**src/rtl/thrcmp_pkg.sv**
```systemverilog
package thrcmp_pkg;
    localparam logic [2:0] ADDR_LO0 = 3'd0;
    localparam logic [2:0] ADDR_HI0 = 3'd1;
    localparam logic [2:0] ADDR_LO1 = 3'd2;
    localparam logic [2:0] ADDR_HI1 = 3'd3;
    localparam logic [2:0] ADDR_SEL = 3'd4;
    localparam logic [2:0] ADDR_EN  = 3'd5;
    localparam logic [2:0] ADDR_CLR = 3'd6;

    localparam logic [1:0] RNG_IN    = 2'b00;
    localparam logic [1:0] RNG_BELOW = 2'b01;
    localparam logic [1:0] RNG_ABOVE = 2'b10;

    localparam logic [1:0] XING_NONE = 2'b00;
    localparam logic [1:0] XING_FALL = 2'b10;
    localparam logic [1:0] XING_RISE = 2'b11;

    localparam logic [1:0] IEN_RANGE = 2'b01;
    localparam logic [1:0] IEN_XING  = 2'b10;

    typedef struct packed {
        logic [1:0] rng;
        logic [1:0] xing;
        logic       below;
        logic       seen;
        logic       pend;
    } chan_state_t;
endpackage

```
**src/rtl/thrcmp_regs.sv**
```systemverilog
module thrcmp_regs
    import thrcmp_pkg::*;
#(
    parameter int NCH = 12,
    parameter int RW  = 12
) (
    input  logic                   clk,
    input  logic                   rst_n,
    input  logic                   cfg_we,
    input  logic [2:0]             cfg_addr,
    input  logic [2*NCH-1:0]       cfg_wdata,
    output logic [1:0][RW-1:0]     lo,
    output logic [1:0][RW-1:0]     hi,
    output logic [NCH-1:0]         sel,
    output logic [2*NCH-1:0]       en,
    output logic [NCH-1:0]         clr_mask
);
    typedef struct packed {
        logic [1:0][RW-1:0] lo;
        logic [1:0][RW-1:0] hi;
        logic [NCH-1:0]     sel;
        logic [2*NCH-1:0]   en;
    } cfg_t;

    cfg_t cfg_d, cfg_q;

    always_comb begin
        cfg_d = cfg_q;
        if (cfg_we) begin
            case (cfg_addr)
                ADDR_LO0: cfg_d.lo[0] = cfg_wdata[RW-1:0];
                ADDR_HI0: cfg_d.hi[0] = cfg_wdata[RW-1:0];
                ADDR_LO1: cfg_d.lo[1] = cfg_wdata[RW-1:0];
                ADDR_HI1: cfg_d.hi[1] = cfg_wdata[RW-1:0];
                ADDR_SEL: cfg_d.sel   = cfg_wdata[NCH-1:0];
                ADDR_EN:  cfg_d.en    = cfg_wdata;
                default:  ;
            endcase
        end
    end

    always_ff @(posedge clk or negedge rst_n) begin
        if (!rst_n) begin
            cfg_q.lo  <= '0;
            cfg_q.hi  <= '1;
            cfg_q.sel <= '0;
            cfg_q.en  <= '0;
        end else begin
            cfg_q <= cfg_d;
        end
    end

    assign lo       = cfg_q.lo;
    assign hi       = cfg_q.hi;
    assign sel      = cfg_q.sel;
    assign en       = cfg_q.en;
    assign clr_mask = (cfg_we && cfg_addr == ADDR_CLR) ? cfg_wdata[NCH-1:0] : '0;

    // a select write lands in the select register one edge later
    assert_sel_write_R10: assert property (@(posedge clk) disable iff (!rst_n)
        (cfg_we && cfg_addr == ADDR_SEL) |=> (sel == $past(cfg_wdata[NCH-1:0])));
endmodule

```
**src/rtl/thrcmp_classify.sv**
```systemverilog
module thrcmp_classify
    import thrcmp_pkg::*;
#(
    parameter int RW = 12
) (
    input  logic [RW-1:0] result,
    input  logic [RW-1:0] lo,
    input  logic [RW-1:0] hi,
    output logic [1:0]    rng,
    output logic          below
);
    logic above;

    always_comb begin
        below = (result < lo);
        above = (result > hi);
        if (below)      rng = RNG_BELOW;
        else if (above) rng = RNG_ABOVE;
        else            rng = RNG_IN;
    end
endmodule

```
**src/rtl/thrcmp_chan.sv**
```systemverilog
module thrcmp_chan
    import thrcmp_pkg::*;
(
    input  logic       clk,
    input  logic       rst_n,
    input  logic       hit,
    input  logic       clr,
    input  logic [1:0] rng_in,
    input  logic       below_in,
    input  logic [1:0] en,
    output logic [1:0] rng,
    output logic [1:0] xing,
    output logic       pend
);
    chan_state_t st_d, st_q;
    logic [1:0]  xing_new;
    logic        event_hit;

    always_comb begin
        st_d     = st_q;
        xing_new = XING_NONE;
        if (st_q.seen && (st_q.below != below_in))
            xing_new = st_q.below ? XING_RISE : XING_FALL;
        event_hit = hit && (((en == IEN_RANGE) && (rng_in != RNG_IN)) ||
                            ((en == IEN_XING)  && xing_new[1]));
        if (clr) begin
            st_d.rng  = RNG_IN;
            st_d.xing = XING_NONE;
            st_d.pend = 1'b0;
        end
        if (hit) begin
            st_d.rng   = rng_in;
            st_d.xing  = xing_new;
            st_d.below = below_in;
            st_d.seen  = 1'b1;
        end
        if (event_hit)
            st_d.pend = 1'b1;
    end

    always_ff @(posedge clk or negedge rst_n) begin
        if (!rst_n) st_q <= '0;
        else        st_q <= st_d;
    end

    assign rng  = st_q.rng;
    assign xing = st_q.xing;
    assign pend = st_q.pend;

    assert_range_code_R2: assert property (@(posedge clk) disable iff (!rst_n)
        st_q.rng != 2'b11);
    assert_cross_code_R4: assert property (@(posedge clk) disable iff (!rst_n)
        st_q.xing != 2'b01);
    assert_first_nocross_R5: assert property (@(posedge clk) disable iff (!rst_n)
        (hit && !st_q.seen) |=> (st_q.xing == XING_NONE));
    assert_hold_R7: assert property (@(posedge clk) disable iff (!rst_n)
        (!hit && !clr) |=> ($stable(st_q.rng) && $stable(st_q.xing)));
    assert_disabled_quiet_R6: assert property (@(posedge clk) disable iff (!rst_n)
        ((en == 2'b00 || en == 2'b11) && !st_q.pend) |=> !st_q.pend);
endmodule

```
**src/rtl/thrcmp_top.sv**
```systemverilog
module thrcmp_top
    import thrcmp_pkg::*;
#(
    parameter int NCH = 12,
    parameter int RW  = 12,
    parameter int CHW = 4
) (
    input  logic               clk,
    input  logic               rst_n,
    input  logic               conv_valid,
    input  logic [CHW-1:0]     conv_chan,
    input  logic [RW-1:0]      conv_result,
    input  logic               cfg_we,
    input  logic [2:0]         cfg_addr,
    input  logic [2*NCH-1:0]   cfg_wdata,
    output logic [2*NCH-1:0]   range_stat,
    output logic [2*NCH-1:0]   cross_stat,
    output logic [NCH-1:0]     irq_pend,
    output logic               cmp_irq
);
    logic [1:0][RW-1:0] lo, hi;
    logic [NCH-1:0]     sel;
    logic [2*NCH-1:0]   en;
    logic [NCH-1:0]     clr_mask;
    logic               pair;
    logic [1:0]         rng_new;
    logic               below_new;

    thrcmp_regs #(.NCH(NCH), .RW(RW)) i_regs (
        .clk(clk), .rst_n(rst_n), .cfg_we(cfg_we), .cfg_addr(cfg_addr),
        .cfg_wdata(cfg_wdata), .lo(lo), .hi(hi), .sel(sel), .en(en),
        .clr_mask(clr_mask)
    );

    always_comb begin
        pair = 1'b0;
        for (int k = 0; k < NCH; k++)
            if (conv_chan == CHW'(k)) pair = sel[k];
    end

    thrcmp_classify #(.RW(RW)) i_classify (
        .result(conv_result), .lo(lo[pair]), .hi(hi[pair]),
        .rng(rng_new), .below(below_new)
    );

    for (genvar i = 0; i < NCH; i++) begin : g_chan
        logic hit;
        assign hit = conv_valid && (conv_chan == CHW'(i));
        thrcmp_chan i_chan (
            .clk(clk), .rst_n(rst_n), .hit(hit), .clr(clr_mask[i]),
            .rng_in(rng_new), .below_in(below_new), .en(en[2*i+1:2*i]),
            .rng(range_stat[2*i+1:2*i]), .xing(cross_stat[2*i+1:2*i]),
            .pend(irq_pend[i])
        );
    end

    assign cmp_irq = |irq_pend;

    assert_irq_cause_R6: assert property (@(posedge clk) disable iff (!rst_n)
        $rose(cmp_irq) |-> $past(conv_valid));
    assert_clear_R8: assert property (@(posedge clk) disable iff (!rst_n)
        (cfg_we && cfg_addr == ADDR_CLR && cfg_wdata[NCH-1:0] == '1 && !conv_valid) |=> !cmp_irq);
endmodule

```
**config.mk**
```make
export PLATFORM = sky130hd
export DESIGN_NAME = thrcmp_top
export DESIGN_NICKNAME = d
export VERILOG_FILES = /design/src/rtl/thrcmp_pkg.sv /design/src/rtl/thrcmp_regs.sv /design/src/rtl/thrcmp_classify.sv /design/src/rtl/thrcmp_chan.sv /design/src/rtl/thrcmp_top.sv
export SDC_FILE = /design/constraint.sdc
export NUM_CORES = 1
export LEC_CHECK = 0
export ABC_CLOCK_PERIOD_IN_PS = 3750
export BUFFER_PORTS_ARGS = -buffer_cell sky130_fd_sc_hd__buf_2
export CORE_MARGIN = 2
export CORE_UTILIZATION = 47
export DETAILED_ROUTE_END_ITERATION = 12
export PLACE_DENSITY = 0.69
export SLEW_MARGIN = 20
export SYNTH_ARGS = -nofsm -noshare
export SYNTH_HDL_FRONTEND = slang
export SYNTH_SLANG_ARGS = --single-unit
```
**constraint.sdc**
```tcl
create_clock -name clk -period 3.75 [get_ports clk]
set_clock_uncertainty 0.2 [all_clocks]
set_input_delay 0.1875 -clock clk [delete_from_list [all_inputs] [get_ports clk]]
set_output_delay 0.1875 -clock clk [all_outputs]
set_load 0.02 [all_outputs]
```
==> flow_summary.toml, run 1 <==
[floorplanning]
ioPinCount = 108
die-area_mm2 = 0.0189
fp.dieW_um = 138
dieHeight_um = 138
initial_utilization_pct = 48.3
std_cell_rows = 48
coreArea_mm2 = 0.0174

[yosys]
yosys.area.top_type_share_pct = 43.0
synth_xor_area_share_pct = 1.25
synth_compound_area_share_pct = 10.7
synthMuxAreaShare_pct = 15.6
synth-seq-area-share_pct = 50.5
avgSynthCellArea_um2 = 11.7
synth_top_family_by_area = "multiplexers"
synth.net_count = 784
syn-cell-area_mm2 = 0.00838
synth_ff_type = "dfrtp_1"
yosys.area.top_type = "dfrtp_1"
yosysMostFrequentCell = "dfrtp_1"
yosys-top-cells-area = "dfrtp_1 (43%), mux2_2 (12%), dfstp_2 (7.5%), buf_4 (5.5%), ha_1 (3.4%)"
async_reset_ff_share_pct = 100
yosys.area_share.simple_pct = 11.5
syn-instance-count = 714
yosys_warnings = 0
synth_seq_cells = 168
synth-edff-count = 0
synthAdderAreaFrac_pct = 3.43
synth_cell_types = 48
yosys-top-cells-count = "dfrtp_1 (144), mux2_2 (91), buf_4 (61)"

[critical_path]
critPathRequiredTime_ps = 3870
critPathSlowestCell = "mux4_2"
path_max_fanout = 11
worst-path-buf-inv = 3
endpoint_kind = "register"
critPathKind = "reg -> reg"
crit_chain = "mux4_2, o211ai_1, nand2_2, buf_12, mux2i_1, ha_1, a21o_1, a221oi_4, o21ai_2, a21oi_2, buf_4, o21ai_4, buf_8, xnor2_1, a32o_1"
worstPathArrival_ps = 4010
critical_path.top_delay_family = "compound AO/OA/AOI/OAI gates"
start_kind = "register"
critPathMaxStageDelay_ps = 470

[clocking]
clk_pin_slew_ps = 70
htree_levels = 4
cts.sinks = 168
cts_root_buffer = "clkbuf_16"
clockBufferDepth = 2
cts_tree = "done"
cts_buffers = 17
clkLatencyLatePin_ps = 430

[min_path]
min_path_type = "in -> reg"

[power]
finalPower_mw = 6.81
p_per_area_mw_per_mm2 = 658
ir_worst_vdd_mv = 0.412
power.leakage_nw = 4.65

[timing]
hold_ws_ps = 91.4
setup-tns-final_ps = -2880
min_period_ps = 3890
period_share_pct = 104
maxSlewHeadroom_pct = 32.3
finalHoldViolations = 0
finalSetupViolCount = 44
fmax_mhz = 257
fin_ws_ps = -139
worst_pin_slew_ps = 1010
drv_slew = 0
grt_setup_unrepaired = "true"

[route]
dr.pass1.iters = 5
wl_per_cell_um = 19.9
drc = 0
wl_met1_um = 9190
postRouteAntennaNets = 0
dr.first_iter.drc_count = 338
vias_per_cell = 5.79
wirelength_um = 21500
top_layer_used = "met4"
vias = 6232
wl_met2_um = 10700
route.met3.wl_um = 1170

[grt]
grt_pass1_wl_um = 32500
track_usage_pct = 22.8
overflow = 0
grt_pass1_vias = 6136
antenna_found_initial = 0
grt_max_degree = 97

[cells_and_area]
drive_gt1_share_pct = 42.1
nets = 908
n_antenna_cell = 0
utilization_pct = 59.6
syn2layout_area_growth_pct = 23.5

[status]
outcome = "finished with violations"
violations = "negative setup slack"

[place]
gp_congestion = 0.848
port_buffers = 107
dp_hpwl_um = 14100

[run]
cap_violations = 0
## cell usage in the layout (no fill, tap or decap), types with 4 or more instances in the layout
cell type / count
a21o_1: 6
a21oi_1: 19
a22o_1: 7
a32o_1: 18
a32oi_1: 7
and3b_1: 8
buf_12: 5
buf_2: 106
buf_4: 31
buf_6: 16
clkbuf_1: 4
clkbuf_16: 20
clkinv_2: 4
dfrtp_1: 144
dfstp_2: 24
dlygate4sd3_1: 25
ha_1: 23
mux2_2: 86
mux2_4: 5
mux2i_1: 25
nand2_1: 55
nand2b_1: 10
nand3_1: 19
nand4_1: 11
nor2_1: 13
nor2b_1: 19
nor3_1: 5
o211ai_1: 18
o21ai_0: 5
o21ai_1: 9
o21ai_2: 18
or2_2: 7
xnor2_1: 12
## per-layer routing
layer	GRT usage, %	vias up
met5	0	-
met4	7.62	0
met3	5.08	39
met2	37.7	222
met1	29.6	3153
li1	-	2818
## metrics by stage
stage	std cells	worst slack [ps]	area, µm²
after floorplan	714	6.33	8380
after global placement	991	2.89	8900
after detailed placement	991	-75.4	8900
after CTS	1063	-48.5	10000
after global routing	1076	-219	10300
final	1076	-139	10300
## layout make-up
| type | count | area, µm² |
|---|---|---|
| clock inverters | 8 | 96.3 |
| repair buffers | 190 | 1440 |
| clock buffers | 24 | 482 |
| fillers | 1405 | 7010 |
| flip-flops and latches | 168 | 4230 |
| multi-input cells | 458 | 3800 |
| inverters | 3 | 11.3 |
| well taps | 225 | 282 |
## kinds of logic after synthesis
logic type	count (synthesis)
compound gates	127
xor+xnor	12
fa+ha+maj	23
buf+inv	88
flops	168
mux	118
simple gates	178
## flip-flops by register name, summed over array words and instances, names as in the netlist
name	cells
i_regs.lo	24
g_chan.i_chan.xing	24
i_regs.hi	24
i_regs.sel	12
g_chan.i_chan.pend	12
g_chan.i_chan.st_q	24
i_regs.en	24
g_chan.i_chan.rng	24
## what timing repair did
| item | CTS | global route |
|---|---|---|
| pin swaps | 14 | 24 |
| endpoints found under the hold margin | 181 | 0 |
| resized for setup | 27 | 76 |
| buffers inserted | 13 | 10 |
| cloned | 2 | 3 |
| endpoints found under the setup margin | 46 | 72 |
| hold buffers | 25 | 0 |
## worst paths after layout
path | start | endpoint | slack, ps | cells after the start
max | i_regs.sel[3] | g_chan[7].i_chan.xing[1] | -140 | 15
max in group asynchronous | rst_n | i_regs.hi[23] | 2140 | 3
min in group asynchronous | rst_n | g_chan[0].i_chan.xing[1] | 210 | 2
max reg2reg | i_regs.sel[3] | g_chan[7].i_chan.xing[1] | -140 | 15
min | conv_valid | g_chan[6].i_chan.rng[0] | 90 | 4
min reg2reg | g_chan[6].i_chan.rng[0] | g_chan[6].i_chan.rng[0] | 270 | 2
## worst min-delay path, stage by stage
cell and delay [ps]:
buf_2 130, nand2_1 70, or3_1 220, o21ai_2 90
## power breakdown
part           switching (mW)  internal, mW  leakage, nW  total (mW)
logic                    1.18          1.19         2.32        2.37
clock network           0.712          1.03        0.284        1.74
registers               0.377          2.31         2.05        2.69
Power figures use the tool's default switching activity.
==> inputs of run 2 (changes only) <==
CELL_PAD_IN_SITES_DETAIL_PLACEMENT = 1   (was not set)
CELL_PAD_IN_SITES_GLOBAL_PLACEMENT = 1   (was not set)
CORE_UTILIZATION = 42   (was 47)
PLACE_DENSITY = 0.75   (was 0.69)
==> run 2 against run 1 <==
The run still ends with negative setup slack left. Combinational power is essentially flat. Final area grew 0.96%. Critical path depth shrank 1. Global-route usage shrank 0.67 points. Largest power group unchanged.
==> flow_summary.toml, run 2 (synthesized netlist as in run 1, its figures left out) <==
[floorplanning]
coreArea_mm2 = 0.0195
initial_utilization_pct = 42.9
die-area_mm2 = 0.0211
std_cell_rows = 51
ioPinCount = 108
dieHeight_um = 145
fp.dieW_um = 145

[clocking]
cts_buffers = 17
htree_levels = 4
clk_pin_slew_ps = 70
cts_tree = "done"
cts_root_buffer = "clkbuf_16"
clkLatencyLatePin_ps = 430
cts.sinks = 168
clockBufferDepth = 2

[cells_and_area]
n_antenna_cell = 0
syn2layout_area_growth_pct = 24.6
utilization_pct = 53.5
stdcell_count = 1113
nets = 905
fill_cells = 2061
drive_gt1_share_pct = 42.7
layout_common_cells = "dfrtp_1 (144), buf_2 (106), mux2_2 (86)"
layout_commonest_cell = "dfrtp_1"

[timing]
setup-tns-final_ps = -3150
finalHoldViolations = 0
worst_pin_slew_ps = 1040
finalSetupViolCount = 41
grt_setup_unrepaired = "true"
maxSlewHeadroom_pct = 30.0
period_share_pct = 104
fmax_mhz = 257
drv_slew = 0
hold_ws_ps = 22.4
fin_ws_ps = -141
min_period_ps = 3890

[grt]
track_usage_pct = 22.1
antenna_found_initial = 0
grt_pass1_vias = 6681
grt_pass1_wl_um = 36700
overflow = 0
grt_max_degree = 97

[min_path]
worstHoldStart = "cfg_wdata[3]"
min_path_type = "in -> reg"

[power]
power.leakage_nw = 4.63
finalPower_mw = 6.79
ir_worst_vdd_mv = 0.359
p_per_area_mw_per_mm2 = 650

[route]
dr.pass1.iters = 4
drc = 0
dr.first_iter.drc_count = 306
wirelength_um = 24800
postRouteAntennaNets = 0
wl_per_cell_um = 22.3
vias_per_cell = 5.61
vias = 6243

[critical_path]
critPathRequiredTime_ps = 3860
endpoint_kind = "register"
critPathKind = "reg -> reg"
start_kind = "register"
r2r-start = "i_regs.sel[3]"
r2r_slack_ps = -140
worstPathArrival_ps = 4010
setup.worst_path.start = "i_regs.sel[3]"
path_max_fanout = 32

[place]
dp.cells = 1026
gp_congestion = 0.829
port_buffers = 107
dp_hpwl_um = 15600

[status]
outcome = "finished with violations"
violations = "negative setup slack"

[run]
cap_violations = 0
==> run 2: cell count changes in the layout (fill, tap and decap cells not counted), sizes merged <==
cell and delta:
clkbuf -3, inv +6, buf -4, bufinv -2
clkinv +1, dlygate4sd3 -1
==> run 2: where the power goes <==
| part | total, mW | internal [mW] | leakage (nW) | switching [mW] |
|---|---|---|---|---|
| registers | 2.71 | 2.31 | 2.05 | 0.394 |
| logic | 2.39 | 1.17 | 2.31 | 1.22 |
| clock network | 1.69 | 0.888 | 0.274 | 0.800 |
==> run 2: stage by stage <==
step	cell area [µm²]	setup WS, ps
final	10400	-141
after global routing	10400	-268
after floorplan	8380	6.33
after CTS	9900	-71.0
after detailed placement	8940	-106
after global placement	8940	8.33
==> run 2: path summary, 6_finish.rpt <==
check / end / depth (start not counted)
min in group asynchronous: g_chan[0].i_chan.rng[0] / 2
hold / removal: g_chan[3].i_chan.pend / 4
hold reg to reg: g_chan[3].i_chan.rng[1] / 2
setup / recovery: g_chan[7].i_chan.xing[1] / 14
max in group asynchronous: i_regs.hi[7] / 3
setup reg to reg: g_chan[7].i_chan.xing[1] / 14
==> run 2: cell type report <==
class                   count  area, µm²  share of cell area [%]
well taps                 265        332                    3.17
clock inverters            13        113                    1.08
repair buffers            187       1430                    13.7
clock buffers              19        443                    4.24
multi-input cells         458       3880                    37.1
flip-flops and latches    168       4230                    40.5
inverters                   3       11.3                   0.108
==> run 2: timing repair <==
item / in CTS / in global routing
endpoints found under the hold margin: 148 / 0
gates cloned: 1 / 6
endpoints found under the setup margin: 26 / 57
hold buffers: 24 / 0
pin swaps: 2 / 38
setup buffers: 11 / 13
resized for setup: 10 / 78
==> run 2: metal layers <==
metal	GRT usage, %	vias up	routed length [µm]
met3	3.58	40	980
met4	7.25	0	499
li1	-	2799	-
met1	28.0	3255	10400
met2	38.6	149	12900
met5	0	-	0
==> run 2: worst max-delay path: stages (launching register included) <==
cell and delay [ps]:
dfrtp_1 380, mux4_2 470, o211ai_1 270, nand2_2 180
clkbuf_16 210, mux2i_1 200, ha_1 280, and3_4 190
a221oi_2 250, o21ai_1 140, a21oi_2 230, o21ai_2 120
buf_12 190, xnor2_1 150, a32o_2 270
